File: src/rtl/wdt_pkg.sv
package wdt_pkg;

    typedef enum logic [1:0] {
        WD_IDLE = 2'd0,
        WD_RUN  = 2'd1,
        WD_TRIP = 2'd2
    } wd_state_e;

endpackage

File: src/rtl/wdt_edge_sense.sv
module wdt_edge_sense #(
    parameter int SYNC_STAGES = 2
) (
    input  logic clk,
    input  logic rst_n,
    input  logic line_raw,
    output logic line_edge
);
    localparam int LAST_STAGE = SYNC_STAGES - 1;

    logic [SYNC_STAGES-1:0] sync_q;
    logic                   prev_q;

    generate
        for (genvar gi = 0; gi < SYNC_STAGES; gi++) begin : g_sync
            if (gi == 0) begin : g_first
                always_ff @(posedge clk or negedge rst_n) begin
                    if (!rst_n) sync_q[gi] <= 1'b0;
                    else        sync_q[gi] <= line_raw;
                end
            end else begin : g_next
                always_ff @(posedge clk or negedge rst_n) begin
                    if (!rst_n) sync_q[gi] <= 1'b0;
                    else        sync_q[gi] <= sync_q[gi-1];
                end
            end
        end
    endgenerate

    always_ff @(posedge clk or negedge rst_n) begin
        if (!rst_n) prev_q <= 1'b0;
        else        prev_q <= sync_q[LAST_STAGE];
    end

    assign line_edge = sync_q[LAST_STAGE] ^ prev_q;

endmodule

File: src/rtl/wdt_period_count.sv
module wdt_period_count #(
    parameter int TIMEOUT_CYC = 160_000_000
) (
    input  logic                           clk,
    input  logic                           rst_n,
    input  logic                           cnt_clr,
    input  logic                           cnt_en,
    output logic [$clog2(TIMEOUT_CYC)-1:0] cnt_q,
    output logic                           at_last
);
    localparam int CW = $clog2(TIMEOUT_CYC);
    localparam logic [CW-1:0] LAST_VAL = CW'(TIMEOUT_CYC - 1);

    assign at_last = (cnt_q == LAST_VAL);

    always_ff @(posedge clk or negedge rst_n) begin
        if (!rst_n)                   cnt_q <= '0;
        else if (cnt_clr)             cnt_q <= '0;
        else if (cnt_en && !at_last)  cnt_q <= cnt_q + 1'b1;
    end

endmodule

File: src/rtl/wdt_ctrl_fsm.sv
module wdt_ctrl_fsm
    import wdt_pkg::*;
(
    input  logic      clk,
    input  logic      rst_n,
    input  logic      hold,
    input  logic      svc_edge,
    input  logic      at_last,
    input  logic      supply_ok,
    output wd_state_e state_q,
    output logic      cnt_clr,
    output logic      cnt_en,
    output logic      wd_out_n
);
    wd_state_e state_d;

    always_ff @(posedge clk or negedge rst_n) begin
        if (!rst_n) state_q <= WD_IDLE;
        else        state_q <= state_d;
    end

    always_comb begin
        state_d = state_q;
        unique case (state_q)
            WD_IDLE: if (!hold)          state_d = WD_RUN;   // ARM
            WD_RUN: begin
                if (hold)                state_d = WD_IDLE;  // DISARM
                else if (svc_edge)       state_d = WD_RUN;   // SERVICE
                else if (at_last)        state_d = WD_TRIP;  // EXPIRE
            end
            WD_TRIP: begin
                if (hold)                state_d = WD_IDLE;  // DISARM
                else if (svc_edge)       state_d = WD_RUN;   // RECOVER
            end
            default:                     state_d = WD_IDLE;
        endcase
    end

    always_comb begin
        cnt_clr  = hold || svc_edge || (state_q != WD_RUN);
        cnt_en   = (state_q == WD_RUN);
        wd_out_n = supply_ok && (state_q != WD_TRIP);
    end

endmodule

File: src/rtl/wdt_edge_svc.sv
module wdt_edge_svc
    import wdt_pkg::*;
#(
    parameter int TIMEOUT_CYC = 160_000_000,
    parameter int SYNC_STAGES = 2
) (
    input  logic clk,
    input  logic rst_n,
    input  logic wd_in,
    input  logic wd_undriven,
    input  logic sys_reset,
    input  logic supply_ok,
    output logic wd_out_n
);
    localparam int CW = $clog2(TIMEOUT_CYC);

    logic          svc_edge;
    logic          hold;
    logic          cnt_clr;
    logic          cnt_en;
    logic          at_last;
    logic [CW-1:0] cnt_q;
    logic          tripped;
    wd_state_e     state_q;

    assign hold    = sys_reset || wd_undriven;
    assign tripped = (state_q == WD_TRIP);

    wdt_edge_sense #(.SYNC_STAGES(SYNC_STAGES)) u_sense (
        .clk       (clk),
        .rst_n     (rst_n),
        .line_raw  (wd_in),
        .line_edge (svc_edge)
    );

    wdt_period_count #(.TIMEOUT_CYC(TIMEOUT_CYC)) u_count (
        .clk     (clk),
        .rst_n   (rst_n),
        .cnt_clr (cnt_clr),
        .cnt_en  (cnt_en),
        .cnt_q   (cnt_q),
        .at_last (at_last)
    );

    wdt_ctrl_fsm u_fsm (
        .clk       (clk),
        .rst_n     (rst_n),
        .hold      (hold),
        .svc_edge  (svc_edge),
        .at_last   (at_last),
        .supply_ok (supply_ok),
        .state_q   (state_q),
        .cnt_clr   (cnt_clr),
        .cnt_en    (cnt_en),
        .wd_out_n  (wd_out_n)
    );

endmodule

File: config.mk
export PLATFORM = sky130hd
export DESIGN_NAME = wdt_edge_svc
export DESIGN_NICKNAME = d
export VERILOG_FILES = /design/src/rtl/wdt_pkg.sv /design/src/rtl/wdt_edge_sense.sv /design/src/rtl/wdt_period_count.sv /design/src/rtl/wdt_ctrl_fsm.sv /design/src/rtl/wdt_edge_svc.sv
export SDC_FILE = /design/constraint.sdc
export NUM_CORES = 1
export LEC_CHECK = 0
export BUFFER_PORTS_ARGS = -buffer_cell sky130_fd_sc_hd__clkbuf_2
export CAP_MARGIN = 0
export CORE_UTILIZATION = 36
export CTS_CLUSTER_DIAMETER = 30
export CTS_CLUSTER_SIZE = 40
export DETAILED_ROUTE_END_ITERATION = 8
export PLACE_DENSITY = 0.49
export SLEW_MARGIN = 15
export SYNTH_ARGS = -nofsm -noshare
export SYNTH_HDL_FRONTEND = slang
export SYNTH_SLANG_ARGS = --single-unit
File: constraint.sdc
create_clock -name clk -period 3.31 [get_ports clk]
set_input_delay 0.1655 -clock clk [delete_from_list [all_inputs] [get_ports clk]]
set_output_delay 0.1655 -clock clk [all_outputs]
set_load 0.01 [all_outputs]
; ---- Yosys cells after proc, flatten, opt, wreduce, memory -nomap -nowiden
; Index checks and enable logic that the tools add are counted.
[op_classes]
addsub = 1
n_eq_ne = 8
muxes = 9
bitwise_logic = 1
multipliers = 0
order_cmp = 0
n_shift = 0
div_mod_pow = 0
n_reduce_logical = 9
[op_table]
columns = cell, count
row1 = 2-to-1 mux 28 bit, 2
row2 = adder 28 x 1 -> 28 bit (second input constant), 1
row3 = equality test 28 bit (second input constant), 1
row4 = 2-to-1 mux 2 bit, 6
row5 = one-hot mux 2 bit (3 select lines), 1
row6 = != test 2 bit (second input constant), 2
row7 = != test 4 x 2 -> 1 bit (second input constant), 1
row8 = logical OR 1 bit, 3
row9 = != test 3 x 1 -> 1 bit (second input constant), 1
row10 = AND reduction 3 bit, 1
row11 = equality test 2 x 1 -> 1 bit (second input constant), 1
row12 = equality test 2 bit (second input constant), 1
row13 = logical AND 1 bit, 2
row14 = logical NOT 2 bit, 1
row15 = != test 2 x 1 -> 1 bit (second input constant), 1
row16 = nonzero test 2 bit, 1
row17 = logical NOT 1 bit, 1
row18 = bitwise XOR 1 bit, 1
[word_totals]
mem_bits_ro = 0
register_bits = 33
ram_bits = 0
latch_bits = 0
output_inout_bits = 1
inputBits = 6
elab_cells = 33
mem_count = 0

; ---- Logic depth before layout (Yosys ltp)
[depth]
word_depth = 5
depth_mapped = 7
depth_no_buf = 6

; ---- Cells and area by module
; Synthesis repeated with hierarchy kept, for this count alone.
[unflattened]
cells_unflattened = 186
hier_area_um2 = 1903.1
[modules_own_cells]
columns = mod, seq_area_each_um2, cells_per_inst, area_per_inst_um2, instances
row1 = wdt_period_count, 700.7, 169, 1701.6, 1
row2 = wdt_ctrl_fsm, 50.0, 12, 111.4, 1
row3 = wdt_edge_sense, 75.1, 4, 83.8, 1
row4 = wdt_edge_svc, 0.0, 1, 6.3, 1

; ---- Worst setup path after synthesis
; No wires, ideal clock.
[synth_timing]
path_type = register to register
start = register u_count.cnt_q[0]
end = register u_count.cnt_q[0]
arrival_ns = 1.660
slack_ns = 1.518
setup_ns = 0.132
path_buffers = 1
period_less_slack_ns = 1.792
required_ns = 3.178
path_stages_with_launch = 8
cell_sequence = dfrtp_1 > ha_1 > nand4_1 > or4_4 > nor2_8 > buf_6 > xor2_1 > nor2_1
[synth_via]
elab_chain_len = 4
word_cells_on_any_way = 7
cone_classes = 1 x add/sub / 1 x eq/ne / 2 x mux / 3 x reduce/logical
[synth_rtl]
columns = item, line
row1 = start: declaration, wdt_period_count.sv:8  ; output logic [$clog2(TIMEOUT_CYC)-1:0] cnt_q,
row2 = start signal: assignment, wdt_period_count.sv:19  ; else if (cnt_en && !at_last) cnt_q <= cnt_q + 1'b1;
row3 = "parallel branches: the longest is 4 deep, another holds adder 28 x 1 -> 28 bit", --
; Several ways; the timed one is not identified. The select of a mux whose other input is x is not followed.
; A chain may end at the register's enable or synchronous reset.

; ---- Worst setup path after layout
[layout_timing]
start = register u_count.cnt_q[0]
end = register u_count.cnt_q[26]
; Same word-level chain as after synthesis.

==> impl_results.md <==
* Worst path buffer plus inverter count at 0
* Setup repair after global routing missed its margin: false
* CTS tree: done
* Most frequent cell after synthesis: sky130_fd_sc_hd__dfrtp_1
* Transition time at the pin with the least slew margin at 0.8592 ns
* Total power per unit cell area at 395.3 nW/um2
* Share of flip-flops with an asynchronous set or reset after synthesis at 100.0%
* Worst Setup EP: u_count.cnt_q[26]$_DFFE_PN0P_
* Slowest cell delay on critical path at 0.68 ns
* Number of nets with antenna violations after detailed routing at 0
* Crit start category: flip-flop
* Cells taking the most area after synthesis: sky130_fd_sc_hd__dfrtp_1, sky130_fd_sc_hd__xor2_1, sky130_fd_sc_hd__nor2_1
* Final worst hold slack at -0.02760 ns
* Fin Setup TNS at 0 ns
* Number of cells on the worst reg-to-reg path at 6
* Ordered list of cells on the worst path: ha_1 -> nand4_1 -> nor4_2 -> nand4_1 -> xor2_1 -> nor2_1
* Post-synth cell types at 33
* Count of mapped cells out of synthesis at 176
* Post CTS Setup Buffer Count at 0
* Final worst clock skew at 0.01025 ns
* Number of cells on the critical path at 6
* Die extent in y at 70.40 um
* Flip-flop and latch count after synthesis at 33
* Detailed Routing Iterations Pass 1 at 4
* Post-DR vias/cell at 5.552
* First-pass GRT wire length at 6.417 mm
* Remaining global-route overflow at 0
* Number of remaining DRC errors at 0
* Number of buffers on the longest clock path at 2
* Max_slew headroom at 42.72%
* Overall die area at 4955 um2
* Top cell type by total area after synthesis: sky130_fd_sc_hd__dfrtp_1
* Critical path start-end classification: flip-flop to flip-flop
* Post-CTS clock slew at the launch and capture registers of the worst setup and hold paths at 0.07 ns
* Placer's final routability congestion estimate at 0.8060
* Library cell appearing most often on the critical path: sky130_fd_sc_hd__nand4_1
* Violations in the final reports: negative hold slack
* Most used standard cells in the synthesized netlist: sky130_fd_sc_hd__dfrtp_1, sky130_fd_sc_hd__nor2_1, sky130_fd_sc_hd__xor2_1
* Worst min-delay path class: primary input to asynchronous set/reset pin
* Area of the core at 4414 um2
* Final routed wire length divided by cell count at 14.86 um
* Data arrival time of the worst path at 2.21 ns
* Critical Path Slowest Stage Cell: sky130_fd_sc_hd__nor4_2
* Post-Syn Area at 1684 um2
* Post-Synthesis Mean Instance Area at 9.569 um2
* Initial core utilization at 38.15%
* Total of endpoints with negative setup slack in the final report at 0
* CTS Buf Count at 5
* IO Pins at 7
* Post-route clock period utilization at 61.91%
* Final period demand of the worst path at 2.049 ns
* Starting DRT DRC Count at 70
* Final layout net count at 194
* Vias in the first global route at 1369
* Run status: complete, but fails checks
* Total routed wirelength at 3.551 mm
* Register-to-Register Setup Slack at 1.26 ns
* Overall power after layout at 735.5 uW
* Required time of the critical path at 3.47 ns
* Number of fill cells in the layout at 458
* Pin count of the biggest net entering global routing at 34
* Count of flip-flops with a built-in enable after synthesis at 0
* Die outline width at 70.40 um
* Worst ir drop on vdd at 0.1923 mV
* Input/output buffers at 6
* Prevailing post-synth register cell: sky130_fd_sc_hd__dfrtp_1
* Skew-Pair Late Insertion Delay at 0.29 ns
* Total via count after detailed routing at 1327
* Synth-to-Final Area Change at 10.48%
* Launch point of the worst reg-to-reg path: u_count.cnt_q[0]$_DFFE_PN0P_
* Portion of the post-synthesis area used by sequential elements at 49.03%
* Top cell family by delay on the critical path: simple AND/OR/NAND/NOR gates
* Crit path launch: u_count.cnt_q[0]$_DFFE_PN0P_
* Diode insertion count for antenna repair at 0
* CTS HTree Levels at 2
* Number of nets produced by synthesis at 183
* Endpoints failing hold at 33
* Crit Path Max Fanout at 7
* Worst R2R End: u_count.cnt_q[26]$_DFFE_PN0P_
* Fraction of layout cells with a size suffix above 1 at 10.16%
* Detail Placement HPWL at 2.346 mm
* Yosys synthesis warning count at 0
* Max-slew violation count at 0
* Fmax at 488.0 MHz
* Type of destination of the critical path: flip-flop
* Clock net sink count at 33
* Max-cap check violation count at 0
* Clock root buffer master: sky130_fd_sc_hd__clkbuf_8
* Initial antenna violation count at 0
* Static Leakage at 0.7402 nW
* Overall Global Routing Usage at 16.82%
* Fraction of synthesized cell area taken by the top area cell type at 49.03%
* Row cnt at 24
worst min-delay path by stage:
| stage | startpoint | end | slack (ns) |
|---|---|---|---|
| after CTS | rst_n | u_count.cnt_q[7]$_DFFE_PN0P_ | 0.003 |
| after global routing | rst_n | u_count.cnt_q[7]$_DFFE_PN0P_ | 0.04 |
| final | rst_n | u_count.cnt_q[7]$_DFFE_PN0P_ | -0.03 |
| after global placement | wd_in | u_sense.sync_q[0]$_DFF_PN0_ | 0.28 |
| after detailed placement | wd_in | u_sense.sync_q[0]$_DFF_PN0_ | 0.28 |
| after floorplan | rst_n | u_count.cnt_q[0]$_DFFE_PN0P_ | -0.13 |
worst register-to-register path: stages (launching register included):
cell	delay (ns)
sky130_fd_sc_hd__dfrtp_1	0.41
sky130_fd_sc_hd__ha_1	0.23
sky130_fd_sc_hd__nand4_1	0.15
sky130_fd_sc_hd__nor4_2	0.68
sky130_fd_sc_hd__nand4_1	0.21
sky130_fd_sc_hd__xor2_1	0.18
sky130_fd_sc_hd__nor2_1	0.05
cells in the final DEF (no fill, tap or decap), drive strengths merged, types with 2 or more instances in the layout:
cell type / n
dfrtp: 33
nor2: 27
xor2: 17
nand3: 14
nand4: 13
clkbuf: 13
nand2: 10
o21ai: 10
a21oi: 9
or3: 5
and3: 5
nor4: 4
or4: 4
and2: 3
xnor2: 3
nor2b: 2
inv: 2
o31ai: 2
nor3: 2
cells by family (layout without fill, tap and decap cells):
| kind of cell | count (synthesis) | after routing | share of synthesized area [%] |
|---|---|---|---|
| fa+ha+maj | 1 | 1 | 0.7428 |
| xor+xnor | 20 | 20 | 10.40 |
| buf+inv | 6 | 17 | 1.783 |
| simple gates | 94 | 94 | 31.06 |
| compound gates | 22 | 22 | 6.983 |
| flops | 33 | 33 | 49.03 |
timing repair:
action | 4_1_cts | 5_1_grt
hold endpoints to repair | 1 | 0
hold buffers | 1 | 0
gates resized for setup | 0 | 0
through the flow:
stage                     cells  utilization, %  area, um2  setup WS, ns
after floorplan             176               -       1684         1.518
after global placement      231           39.97       1764         1.354
after detailed placement    231           39.97       1764         1.261
after CTS                   239           42.15       1861         1.239
after global routing        239           42.15       1861         1.050
final                       239           42.15       1861         1.261
registers in the layout, indices dropped and copies added, names as in the netlist:
name	count
u_count.cnt_q	28
u_fsm.state_q	2
u_sense.prev_q	1
u_sense.sync_q	2
report_power, final:
part | internal [mW] | total [mW] | switching, mW
Combinational | 0.00616 | 0.0207 | 0.0145
Clock | 0.165 | 0.307 | 0.142
Sequential | 0.406 | 0.408 | 0.00180
final cells by class:
cell class | instances | area [um2] | share of cell area (%)
Clock buffer | 7 | 86.33 | 4.640
Tap cell | 52 | 65.06 | 3.497
Timing Repair Buffer | 8 | 47.55 | 2.555
Multi-Input combinational cell | 137 | 828.3 | 44.52
Sequential cell | 33 | 825.8 | 44.38
Inverter | 2 | 7.507 | 0.4035
routing by layer:
layer / share of wire, % / GRT usage [%]
met2: 46 / 26.03
met3: 2.6 / 5.195
met4: 1.6 / 6.000
met1: 50 / 22.10
met5: 0 / 0
No activity file was read; power rests on OpenSTA's default activity.
